`config.mk`:
```
export PLATFORM = sky130hd
export DESIGN_NAME = tfe_fault_eval
export DESIGN_NICKNAME = d
export VERILOG_FILES = /design/src/rtl/tfe_pkg.sv /design/src/rtl/tfe_inject.sv /design/src/rtl/tfe_gate.sv /design/src/rtl/tfe_detect.sv /design/src/rtl/tfe_fault_eval.sv
export SDC_FILE = /design/constraint.sdc
export NUM_CORES = 1
export LEC_CHECK = 0
export CORE_UTILIZATION = 60
export CTS_BUF_LIST = sky130_fd_sc_hd__clkbuf_16
export CTS_CLUSTER_SIZE = 10
export DETAILED_ROUTE_END_ITERATION = 10
export DONT_BUFFER_PORTS = 1
export PLACE_DENSITY_LB_ADDON = 0.25
export SLEW_MARGIN = 5
export SYNTH_ARGS = -nofsm -noshare
export SYNTH_HDL_FRONTEND = slang
export SYNTH_SLANG_ARGS = --single-unit
```
`constraint.sdc`:
```
create_clock -name clk -period 1.3 [get_ports clk]
set_clock_uncertainty 0.15 [all_clocks]
set_input_delay 0.13 -clock clk [delete_from_list [all_inputs] [get_ports clk]]
set_output_delay 0.13 -clock clk [all_outputs]
set_load 0.02 [all_outputs]
```
`src/rtl/tfe_pkg.sv`:
```
package tfe_pkg;

    typedef enum logic [1:0] {
        OP_AND = 2'b00,
        OP_OR  = 2'b01,
        OP_NOT = 2'b10,
        OP_BUF = 2'b11
    } gate_op_e;

    typedef enum logic {
        ST_IDLE = 1'b0,
        ST_LOAD = 1'b1
    } out_st_e;

endpackage

```
`src/rtl/tfe_inject.sv`:
```
module tfe_inject #(
    parameter int LANES = 8
) (
    input  logic [LANES-1:0] in_r1,
    input  logic [LANES-1:0] in_r0,
    input  logic [LANES-1:0] set_m,
    input  logic [LANES-1:0] clr_n,
    output logic [LANES-1:0] out_r1,
    output logic [LANES-1:0] out_r0
);
    // lanes that may carry a fault: all but the top one
    localparam logic [LANES-1:0] FLT_LANES = {1'b0, {(LANES-1){1'b1}}};

    logic [LANES-1:0] force1, force0, f_r1, f_r0, bad;

    always_comb begin
        force0 = ~clr_n & FLT_LANES;
        force1 = set_m & FLT_LANES;
        // clear has priority over set
        f_r1   = (in_r1 | force1) & ~force0;
        f_r0   = (in_r0 & ~force1) | force0;
        // illegal (0,0) becomes unknown
        bad    = ~f_r1 & ~f_r0;
        out_r1 = f_r1 | bad;
        out_r0 = f_r0 | bad;
    end

endmodule

```
`src/rtl/tfe_gate.sv`:
```
module tfe_gate
    import tfe_pkg::*;
#(
    parameter int LANES = 8,
    parameter int NIN   = 4
) (
    input  logic [NIN*LANES-1:0] q_r1,
    input  logic [NIN*LANES-1:0] q_r0,
    input  logic [NIN-1:0]       en,
    input  gate_op_e             op,
    output logic [LANES-1:0]     y_r1,
    output logic [LANES-1:0]     y_r0
);
    logic [LANES-1:0] any0, all1, any1, all0;

    always_comb begin
        any0 = '0;
        any1 = '0;
        all0 = '1;
        all1 = '1;
        for (int i = 0; i < NIN; i++) begin
            if (en[i]) begin
                any0 = any0 | (q_r0[i*LANES +: LANES] & ~q_r1[i*LANES +: LANES]);
                any1 = any1 | (q_r1[i*LANES +: LANES] & ~q_r0[i*LANES +: LANES]);
                all0 = all0 & (q_r0[i*LANES +: LANES] & ~q_r1[i*LANES +: LANES]);
                all1 = all1 & (q_r1[i*LANES +: LANES] & ~q_r0[i*LANES +: LANES]);
            end
        end
    end

    always_comb begin
        unique case (op)
            OP_AND: begin
                y_r1 = ~any0;
                y_r0 = ~all1;
            end
            OP_OR: begin
                y_r1 = ~all0;
                y_r0 = ~any1;
            end
            OP_NOT: begin
                y_r1 = q_r0[LANES-1:0];
                y_r0 = q_r1[LANES-1:0];
            end
            OP_BUF: begin
                y_r1 = q_r1[LANES-1:0];
                y_r0 = q_r0[LANES-1:0];
            end
            default: begin
                y_r1 = '1;
                y_r0 = '1;
            end
        endcase
    end

endmodule

```
`src/rtl/tfe_detect.sv`:
```
module tfe_detect #(
    parameter int LANES = 8
) (
    input  logic [LANES-1:0] y_r1,
    input  logic [LANES-1:0] y_r0,
    output logic [LANES-2:0] hit
);
    localparam int TOP = LANES - 1;

    logic good_def;

    assign good_def = y_r1[TOP] ^ y_r0[TOP];

    for (genvar l = 0; l < TOP; l++) begin : g_lane
        assign hit[l] = good_def & (y_r1[l] ^ y_r0[l]) & (y_r1[l] ^ y_r1[TOP]);
    end

endmodule

```
`src/rtl/tfe_fault_eval.sv`:
```
module tfe_fault_eval
    import tfe_pkg::*;
#(
    parameter int LANES = 8,
    parameter int NIN   = 4
) (
    input  logic                 clk,
    input  logic                 rst_n,
    input  logic                 in_valid,
    input  logic [1:0]           op,
    input  logic [NIN-1:0]       op_en,
    input  logic                 is_po,
    input  logic [NIN*LANES-1:0] opnd_r1,
    input  logic [NIN*LANES-1:0] opnd_r0,
    input  logic [NIN*LANES-1:0] set_m,
    input  logic [NIN*LANES-1:0] clr_n,
    output logic                 out_valid,
    output logic [LANES-1:0]     res_r1,
    output logic [LANES-1:0]     res_r0,
    output logic [LANES-2:0]     det
);
    localparam int WBUS = NIN * LANES;

    logic [WBUS-1:0]  inj_r1, inj_r0;
    logic [LANES-1:0] y_r1, y_r0;
    logic [LANES-2:0] hit;
    out_st_e          st_q, st_d;

    for (genvar i = 0; i < NIN; i++) begin : g_inj
        tfe_inject #(.LANES(LANES)) u_inj (
            .in_r1  (opnd_r1[i*LANES +: LANES]),
            .in_r0  (opnd_r0[i*LANES +: LANES]),
            .set_m  (set_m[i*LANES +: LANES]),
            .clr_n  (clr_n[i*LANES +: LANES]),
            .out_r1 (inj_r1[i*LANES +: LANES]),
            .out_r0 (inj_r0[i*LANES +: LANES])
        );
    end

    tfe_gate #(.LANES(LANES), .NIN(NIN)) u_gate (
        .q_r1 (inj_r1),
        .q_r0 (inj_r0),
        .en   (op_en),
        .op   (gate_op_e'(op)),
        .y_r1 (y_r1),
        .y_r0 (y_r0)
    );

    tfe_detect #(.LANES(LANES)) u_det (
        .y_r1 (y_r1),
        .y_r0 (y_r0),
        .hit  (hit)
    );

    always_comb begin
        unique case (st_q)
            ST_IDLE: st_d = in_valid ? ST_LOAD : ST_IDLE;
            ST_LOAD: st_d = in_valid ? ST_LOAD : ST_IDLE;
            default: st_d = ST_IDLE;
        endcase
    end

    always_ff @(posedge clk or negedge rst_n) begin
        if (!rst_n) st_q <= ST_IDLE;
        else        st_q <= st_d;
    end

    always_ff @(posedge clk or negedge rst_n) begin
        if (!rst_n) begin
            res_r1 <= '1;
            res_r0 <= '1;
            det    <= '0;
        end else if (in_valid) begin
            res_r1 <= y_r1;
            res_r0 <= y_r0;
            det    <= is_po ? hit : '0;
        end else begin
            det    <= '0;
        end
    end

    assign out_valid = (st_q == ST_LOAD);

endmodule

```
==> results.md, run 1 <==
* Synth Flop Type: dfstp_2
* FF-to-FF path depth at 2
* Gr usage total at 33.5%
* H-tree levels at 1
* Antenna cells at 0
* Fin area at 3420 µm²
* Overall Power at 2760 µW
* Die H at 72.0 µm
* GPL Wtd Cong at 0.922
* Sum of net half-perimeters after detailed placement at 6860 µm
* Avg Synthesized Cell Area at 7.15 µm²
* Main combinational cell family by area after synthesis: compound AO/OA/AOI/OAI gates
* Most instantiated cells after synthesis: inv_1, o21ai_0, a21oi_1
* CP required at 1.34 ns
* Clock transition at path regs at 0.06 ns
* First-pass GRT wire length at 13900 µm
* DP Worst Slack at -0.269 ns
* Worst skew pair latency at 0.25 ns
* VDD IR-drop max at 0.000625 V
* Post-synthesis mux area share at 6.60%
* Cells after Synth at 411
* Drt total wl at 9080 µm
* I/O Pins at 162
* Hold Path Class: input port to register
* Cell Rows at 25
* Area share of the leading cell type in the synthesized netlist at 14.3%
* Cell with the most instances after synthesis: inv_1
* Slew margin rel. at 76.8%
* Worst reg2reg path endpoint: res_r1[7]
* Clk pwr share at 31.7%
* Status: finished with violations
* Fraction of registers with async set/reset at 100%
* Hold Crit Start: in_valid
* Comb power frac at 28.7%
* IO Port Bufs at 0
* Synth-to-Final Area Change at 16.4%
* Max Transition Viols Final at 0
* Vias in the first global route at 3100
* Die area at 5180 µm²
* WHS at -0.251 ns
* Hold Crit Endpoint: out_valid
* P per Cell Area at 806 nW/µm²
* Total CTS buffers at 3
* Share of cells above drive strength 1 at 21.7%
* Final ANT Viol Nets at 0
* Startpoint types: input port
* Critical path arrival at 1.32 ns
* Failing checks: negative hold slack
* Crit path max fanout at 2
* Synth Area in XOR/XNOR at 0%
* Fin cells at 501
* Biggest area consumer among synthesized cells: dfstp_2
* Initial Util at 62.2%
* Period utilization at 98.6%
* Max-cap viol count at 0
* Switching Share at 30.1%
* Clk root buf: clkbuf_16
* Seq pwr share at 39.5%
* Least-Margin Pin Slew at 0.345 ns
* Layout net count at 573
* Pleak at 0.00143 µW
* Crit. End Element: register
* Fmax at 0.780 GHz
* Placed inst area at 3210 µm²
* Iter 0 DRT Violations at 339
* Remaining DRCs at 0
* DR pass1 iterations at 5
* Minimum clock period at 1.28 ns
* Filler Cell Count at 389
* Via density at 6.65
* Psw at 831 µW
* CTS max path bufs at 2
* Yosys cell types at 56
* Total grt overflow at 0
* Die Wd at 72.0 µm
* Adder-cell share of the synthesized area at 0%
* Final hold violation count at 24
* Net Count, Synth at 549
* Synth top area cells: dfstp_2, dfrtp_1, o21ai_0
* #FFs+latches synth at 24
* Reg2Reg Launch Point: res_r1[7]
* CTS sink count at 24
* Final setup fails at 0
* Core area at 4720 µm²
* Largest net degree at the start of global routing at 32
* Hold depth at 0
* Number of synthesized flops with an enable pin at 0
* Inst Count DP at 494
* Post-synthesis compound-gate area fraction at 39.2%
* Setup CP Type: input port to register
* Initial antenna violation count at 0
* DR vias at 3332
* DR WL/cell at 18.1 µm
* Int Power at 1930 µW
* Synthesized area at 2940 µm²
* R2R setup slack at 0.24 ns
* TritonCTS clock tree: yes
* Sequential-to-total area share from yosys stat at 21.1%
* Synth warn at 0
* Simple-gate portion of the synthesized area at 23.8%
* Final worst setup slack at 0.0183 ns
[critical path, stage by stage]
cell and delay, ns:
inv_1 0.04, nor3_1 0.28, o22ai_1 0.14, o31ai_1 0.24, nand3_1 0.19, mux2_2 0.31
[final cells by class]
class | count | area (µm²) | share of cell area, %
multi-input cells | 326 | 2150 | 62.8
inverters | 41 | 154 | 4.50
repair buffers | 39 | 310 | 9.07
clock inverters | 1 | 30.0 | 0.878
well taps | 67 | 83.8 | 2.45
flip-flops and latches | 24 | 621 | 18.1
clock buffers | 3 | 75.1 | 2.19
[how the worst max path moves through the flow]
| stage | start | end | slack, ns | depth (start not counted) |
|---|---|---|---|---|
| floorplan | set_m[29] | res_r1[5] | -0.08 | 5 |
| global placement | opnd_r1[5] | det[5] | -0.21 | 5 |
| detailed placement | opnd_r1[5] | det[5] | -0.27 | 5 |
| CTS | opnd_r0[18] | res_r1[2] | 0.05 | 6 |
| global route | opnd_r0[7] | det[0] | -0.02 | 6 |
| finish | opnd_r0[18] | res_r1[2] | 0.02 | 6 |
[power by group through the flow]
stage	clock, µW	sequential (µW)	combinational (µW)
after CTS	878	1090	735
after floorplan	0	1080	609
after global placement	0	1100	707
after global routing	909	1100	864
final	875	1090	793
after detailed placement	0	1100	725
[registers in the layout, indices dropped and copies added, names as in the netlist]
name / flops
det: 7
res_r1: 8
out_valid: 1
res_r0: 8
[layout by cell type (no fill, tap or decap), drive strengths merged, types with 11 or more instances in the layout]
cell	instances
a21oi	38
nor2	19
o22ai	21
mux2	13
nand2	35
o31ai	11
nand2b	12
buf	37
dfstp	16
nor3	16
a22oi	11
inv	41
nand3	12
o21ai	40
nor2b	13
[metal layers]
metal | track usage [%] | part of all wire [%]
met5 | 0 | 0
met4 | 12.9 | 3.2
met3 | 6.94 | 8.4
met2 | 55.8 | 48
met1 | 42.6 | 40
[per-stage QoR]
step                utilization [%]  setup TNS, ns
finish                         72.5              0
detailed placement             68.0          -3.70
CTS                            70.5              0
global placement               68.0          -3.27
floorplan                         -         -0.328
global route                   72.5        -0.0593
[what timing repair did]
action	in CTS	in global routing
hold buffers	1	2
setup endpoints to repair	1	10
pin swaps	0	3
gates cloned	0	0
resized for setup	1	12
buffers inserted	0	0
endpoints found under the hold margin	48	48
[cells by family after synthesis]
kind of cell / after synthesis
AOI/OAI and AO/OA: 176
buffers and inverters: 61
DFF: 24
muxes: 17
and+or+nand+nor: 133
(Power assumes the default switching activity.)
==> run 2: changes to the inputs <==
--- a/config.mk
+++ b/config.mk
@@ -5,7 +5,7 @@
 export SDC_FILE = /design/constraint.sdc
 export NUM_CORES = 1
 export LEC_CHECK = 0
-export CORE_UTILIZATION = 60
+export CORE_UTILIZATION = 32
 export CTS_BUF_LIST = sky130_fd_sc_hd__clkbuf_16
 export CTS_CLUSTER_SIZE = 10
 export DETAILED_ROUTE_END_ITERATION = 10
==> results.md, run 2 (same netlist as run 1, synthesis figures left out) <==
* Minimum clock period at 1.26 ns (was 1.28 ns)
* Core area at 8810 µm² (was 4720 µm²)
* Least-Margin Pin Slew at 0.438 ns (was 0.345 ns)
* Status: finished with violations (unchanged)
* Die H at 97.8 µm (was 72.0 µm)
* Startpoint types: input port (unchanged)
* Largest net degree at the start of global routing at 32 (unchanged)
* CTS max path bufs at 2 (unchanged)
* VDD IR-drop max at 0.000453 V (was 0.000625 V)
* Setup CP Type: input port to register (unchanged)
* Max-cap viol count at 0 (unchanged)
* WHS at -0.251 ns (about the same)
* Commonest non-fill, non-tap cell in the layout: inv_1 (unchanged)
* Total CTS buffers at 3 (unchanged)
* Clk root buf: clkbuf_16 (unchanged)
* Initial antenna violation count at 0 (unchanged)
* Hold Path Class: input port to register (unchanged)
* DR WL/cell at 18.7 µm (was 18.1 µm)
* Final worst setup slack at 0.0375 ns (was 0.0183 ns)
* Layout net count at 570 (was 573)
* Largest registers: res_r0 x8, res_r1 x8, det x7 (unchanged)
* Fin area at 3450 µm² (was 3420 µm²)
* Gr usage total at 20.1% (was 33.5%)
* Placed inst area at 3260 µm² (was 3210 µm²)
* Crit path max fanout at 3 (was 2)
* Sum of net half-perimeters after detailed placement at 7820 µm (was 6860 µm)
* Vias in the first global route at 3168 (was 3100)
* Share of cells above drive strength 1 at 21.3% (was 21.7%)
* RSZ-0062 raised after global routing: yes
* Synth-to-Final Area Change at 17.2% (was 16.4%)
* Via density at 5.99 (was 6.65)
* Critical path arrival at 1.29 ns (was 1.32 ns)
* GPL Wtd Cong at 0.919 (was 0.922)
* Cell Rows at 34 (was 25)
* Fin cells at 539 (was 501)
* Total grt overflow at 0 (unchanged)
* Final hold violation count at 22 (was 24)
* Worst skew pair latency at 0.25 ns (about the same)
* Die area at 9570 µm² (was 5180 µm²)
* Inst Count DP at 532 (was 494)
* P per Cell Area at 736 nW/µm² (was 806 nW/µm²)
* IO Port Bufs at 0 (unchanged)
* Failing checks: design-rule violations, negative hold slack (was negative hold slack)
* DR pass1 iterations at 8 (was 5)
* First-pass GRT wire length at 15500 µm (was 13900 µm)
* TritonCTS clock tree: yes (unchanged)
* Max Transition Viols Final at 0 (unchanged)
* Initial Util at 33.4% (was 62.2%)
* Slew margin rel. at 70.6% (was 76.8%)
* Period utilization at 97.1% (was 98.6%)
* Die Wd at 97.8 µm (was 72.0 µm)
* Remaining DRCs at 18 (was 0)
* DR vias at 3229 (was 3332)
* Post CTS Setup Buffer Count at 0 (unchanged)
* Drt total wl at 10100 µm (was 9080 µm)
* I/O Pins at 162 (unchanged)
* CTS sink count at 24 (unchanged)
* Antenna cells at 0 (unchanged)
* CP required at 1.33 ns (was 1.34 ns)
* DP Worst Slack at -0.253 ns (was -0.269 ns)
* Iter 0 DRT Violations at 167 (was 339)
* Final ANT Viol Nets at 0 (unchanged)
* Clock transition at path regs at 0.06 ns (about the same)
* H-tree levels at 1 (unchanged)
* Most frequent cells in the layout: inv_1, a21oi_1, o21ai_0 (was inv_1, a21oi_1, buf_4)
* Final setup fails at 0 (unchanged)
* Pleak at 0.00141 µW (was 0.00143 µW)
* Crit. End Element: register (unchanged)
* Fmax at 0.792 GHz (was 0.780 GHz)
-- run 2: final cells by class --
| type | instances | area [µm²] |
|---|---|---|
| Clock buffer | 3 | 75.1 |
| Fill cell | 927 | 5360 |
| Multi-Input combinational cell | 326 | 2140 |
| Clock inverter | 1 | 3.75 |
| Sequential cell | 24 | 621 |
| Inverter | 41 | 154 |
| Timing Repair Buffer | 36 | 313 |
| Tap cell | 108 | 135 |
-- run 2: critical path: stages --
cell,delay (ns)
or3b_1,0.39
a31oi_1,0.21
o2111a_1,0.21
a211oi_1,0.08
mux2_4,0.28
-- run 2: routing by layer --
layer	GRT usage (%)	wire, µm	up-vias
met2	36.7	5140	148
met1	24.7	4160	1498
met5	0	0	-
li1	-	-	1571
met4	4.20	128	0
met3	3.15	646	12
-- run 2: what timing repair did --
action | 4_1_cts | 5_1_grt
endpoints found under the setup margin | 0 | 12
hold buffers | 1 | 2
resized for setup | 0 | 14
hold endpoints to repair | 48 | 45
-- run 2: final timing paths --
check | slack, ns | to | cells after the start | startpoint
worst max-delay path | 0.04 | res_r1[5] | 5 | set_m[29]
worst min-delay path | -0.25 | out_valid | 0 | in_valid
worst max register to register | 0.31 | res_r0[7] | 2 | res_r0[7]
worst min register to register | 0.37 | res_r0[7] | 2 | res_r0[7]
max in group asynchronous | 0.62 | res_r1[0] | 2 | rst_n
min in group asynchronous | 0.15 | det[3] | 2 | rst_n
-- run 2: through the flow --
stage | setup TNS (ns) | utilization [%] | power, µW | hold WS, ns
2_1_floorplan | -0.328 | - | 1690 | -0.316
3_3_place_gp | -3.88 | 37.1 | 1840 | -0.315
3_5_place_dp | -4.08 | 37.1 | 1850 | -0.315
4_1_cts | 0 | 38.1 | 2520 | -0.590
5_1_grt | -0.00615 | 39.1 | 2670 | -0.261
6_report | 0 | 39.1 | 2530 | -0.251
-- run 2: power breakdown --
group / leakage, µW / switching [µW] / total (µW) / internal (µW)
Combinational: 0.00109 / 379 / 789 / 409
Clock: 0.0000423 / 244 / 654 / 410
Sequential: 0.000276 / 183 / 1090 / 908
Total: 0.00141 / 807 / 2530 / 1730
==> run 3: changes to the inputs <==
--- a/config.mk
+++ b/config.mk
@@ -5,11 +5,12 @@
 export SDC_FILE = /design/constraint.sdc
 export NUM_CORES = 1
 export LEC_CHECK = 0
-export CORE_UTILIZATION = 32
+export CORE_UTILIZATION = 30
 export CTS_BUF_LIST = sky130_fd_sc_hd__clkbuf_16
 export CTS_CLUSTER_SIZE = 10
 export DETAILED_ROUTE_END_ITERATION = 10
 export DONT_BUFFER_PORTS = 1
+export MAX_ROUTING_LAYER = met4
 export PLACE_DENSITY_LB_ADDON = 0.25
 export SLEW_MARGIN = 5
 export SYNTH_ARGS = -nofsm -noshare
==> results.md, run 3 (same netlist as run 1, synthesis figures left out) <==
* Inst Count DP at 559 (was 532)
* Gr usage total at 20.4% (was 20.1%)
* Die H at 101 µm (was 97.8 µm)
* Crit path max fanout at 6 (was 3)
* Psw at 821 µW (was 807 µW)
* Total CTS buffers at 3 (unchanged)
* Status: finished with violations (unchanged)
* CP cell instances: nand2b_1 > a222oi_1 > nand3_1 > nand2_1 > nand3_2 > o22ai_1 (was or3b_1 > a31oi_1 > o2111a_1 > a211oi_1 > mux2_4)
* Int Power at 1750 µW (was 1730 µW)
* CTS max path bufs at 2 (unchanged)
* Critical Path Max Stage Delay at 0.34 ns (was 0.39 ns)
* P per Cell Area at 720 nW/µm² (was 736 nW/µm²)
* Clk root buf: clkbuf_16 (unchanged)
* Via density at 5.80 (was 5.99)
* Remaining DRCs at 0 (was 18)
* CP required at 1.30 ns (was 1.33 ns)
* Synth-to-Final Area Change at 21.3% (was 17.2%)
* TritonCTS clock tree: yes (unchanged)
* Buf+Inv Stages, Crit Path at 0 (unchanged)
* First-pass GRT wire length at 15800 µm (was 15500 µm)
* Critical path arrival at 1.27 ns (was 1.29 ns)
* Least-Margin Pin Slew at 0.399 ns (was 0.438 ns)
* DR vias at 3291 (was 3229)
* Largest registers: res_r0 x8, res_r1 x8, det x7 (unchanged)
* Crit. End Element: register (unchanged)
* Clk pwr share at 25.5% (was 25.8%)
* Fin util at 38.1% (was 39.1%)
* Fmax at 0.791 GHz (was 0.792 GHz)
* Total grt overflow at 0 (unchanged)
* Critical path's top delay family: simple AND/OR/NAND/NOR gates (was compound AO/OA/AOI/OAI gates)
* Die area at 10200 µm² (was 9570 µm²)
* Sum of net half-perimeters after detailed placement at 8290 µm (was 7820 µm)
* Initial antenna violation count at 0 (unchanged)
* CTS sink count at 24 (unchanged)
* Fin cells at 567 (was 539)
* Pleak at 0.00145 µW (was 0.00141 µW)
* Period utilization at 97.3% (was 97.1%)
* Clock transition at path regs at 0.06 ns (about the same)
* VDD IR-drop max at 0.000556 V (was 0.000453 V)
* Hold Path Class: input port to register (unchanged)
* Failing checks: negative hold slack (was design-rule violations, negative hold slack)
* Die Wd at 101 µm (was 97.8 µm)
* Vias in the first global route at 3229 (was 3168)
* I/O Pins at 162 (unchanged)
* Core area at 9370 µm² (was 8810 µm²)
* Max-cap viol count at 0 (unchanged)
* Post CTS Setup Buffer Count at 0 (unchanged)
* Drt total wl at 10600 µm (was 10100 µm)
* Layout net count at 577 (was 570)
* Initial Util at 31.4% (was 33.4%)
* WHS at -0.244 ns (was -0.251 ns)
* IO Port Bufs at 0 (unchanged)
* Worst skew pair latency at 0.25 ns (about the same)
* Iter 0 DRT Violations at 238 (was 167)
* Final setup fails at 0 (unchanged)
* Commonest non-fill, non-tap cell in the layout: inv_1 (unchanged)
* Critical path's slowest cell: a222oi_1 (was or3b_1)
* Largest net degree at the start of global routing at 32 (unchanged)
* Cell Rows at 35 (was 34)
* Max Transition Viols Final at 0 (unchanged)
* Comb power frac at 31.9% (was 31.1%)
* Setup CP Type: input port to register (unchanged)
* Slew margin rel. at 73.2% (was 70.6%)
* Filler Cell Count at 1008 (was 927)
* Share of cells above drive strength 1 at 24.4% (was 21.3%)
* Most frequent cells in the layout: inv_1, buf_4, a21oi_1 (was inv_1, a21oi_1, o21ai_0)
* Seq pwr share at 42.6% (was 43.1%)
* Final ANT Viol Nets at 0 (unchanged)
* GPL Wtd Cong at 0.883 (was 0.919)
* Antenna cells at 0 (unchanged)
* DR WL/cell at 18.7 µm (about the same)
* RSZ-0062 raised after global routing: yes (unchanged)
* Final hold violation count at 18 (was 22)
* DR pass1 iterations at 5 (was 8)
* Startpoint types: input port (unchanged)
* H-tree levels at 1 (unchanged)
* Minimum clock period at 1.26 ns (about the same)
* Switching Share at 32.0% (was 31.8%)
[run 3: changes by cell type in the layout (fill, tap and decap cells not counted), moves of 2 or more]
cell | previous run | this run
nor3_1 | 13 | 7
a21oi_1 | 38 | 36
nor3_2 | 3 | 9
buf_4 | 31 | 38
a21oi_2 | 0 | 2
[run 3: metrics by stage]
stage	power, µW	hold slack [ns]	worst slack, ns	cell area [µm²]	setup TNS, ns
after floorplan	1690	-0.316	-0.0774	2980	-0.328
after global placement	1860	-0.315	-0.254	3320	-3.95
after detailed placement	1860	-0.315	-0.251	3320	-4.06
after CTS	2530	-0.589	0.00957	3410	0
after global routing	2710	-0.258	-0.0378	3570	-0.0684
final	2570	-0.244	0.0355	3570	0
[run 3: worst paths after layout]
path | start | to | slack, ns | depth (start not counted)
min in group asynchronous | rst_n | det[3] | 0.16 | 2
worst max-delay path | opnd_r1[23] | det[0] | 0.04 | 6
max in group asynchronous | rst_n | res_r1[0] | 0.62 | 2
worst min-delay path | in_valid | out_valid | -0.24 | 0
worst max register to register | res_r0[4] | res_r0[4] | 0.31 | 2
worst min register to register | res_r0[7] | res_r0[7] | 0.37 | 2
[run 3: per-layer routing]
metal / GRT usage, % / vias to the layer above / routed length [µm]
li1: - / 1587 / -
met2: 36.1 / 166 / 5150
met3: 3.26 / 19 / 788
met4: 5.02 / 0 / 208
met1: 24.1 / 1519 / 4430
met5: - / - / 0
[run 3: layout make-up]
cell class | instances | area [µm²] | area share, %
Clock buffer | 3 | 75.1 | 2.11
Multi-Input combinational cell | 326 | 2200 | 61.6
Sequential cell | 24 | 621 | 17.4
Clock inverter | 1 | 3.75 | 0.105
Tap cell | 129 | 161 | 4.53
Inverter | 41 | 154 | 4.32
Timing Repair Buffer | 43 | 355 | 9.96
[run 3: timing repair]
item                       in CTS  in global routing
setup endpoints to repair       0                 15
resized for setup               0                 25
hold endpoints to repair       46                 43
hold buffers                    1                  3
[run 3: power groups by stage]
stage | Combinational [µW] | Clock [µW] | Sequential [µW]
floorplan | 609 | 0 | 1080
global placement | 747 | 0 | 1110
detailed placement | 753 | 0 | 1110
CTS | 760 | 672 | 1100
global route | 902 | 704 | 1110
finish | 819 | 656 | 1090
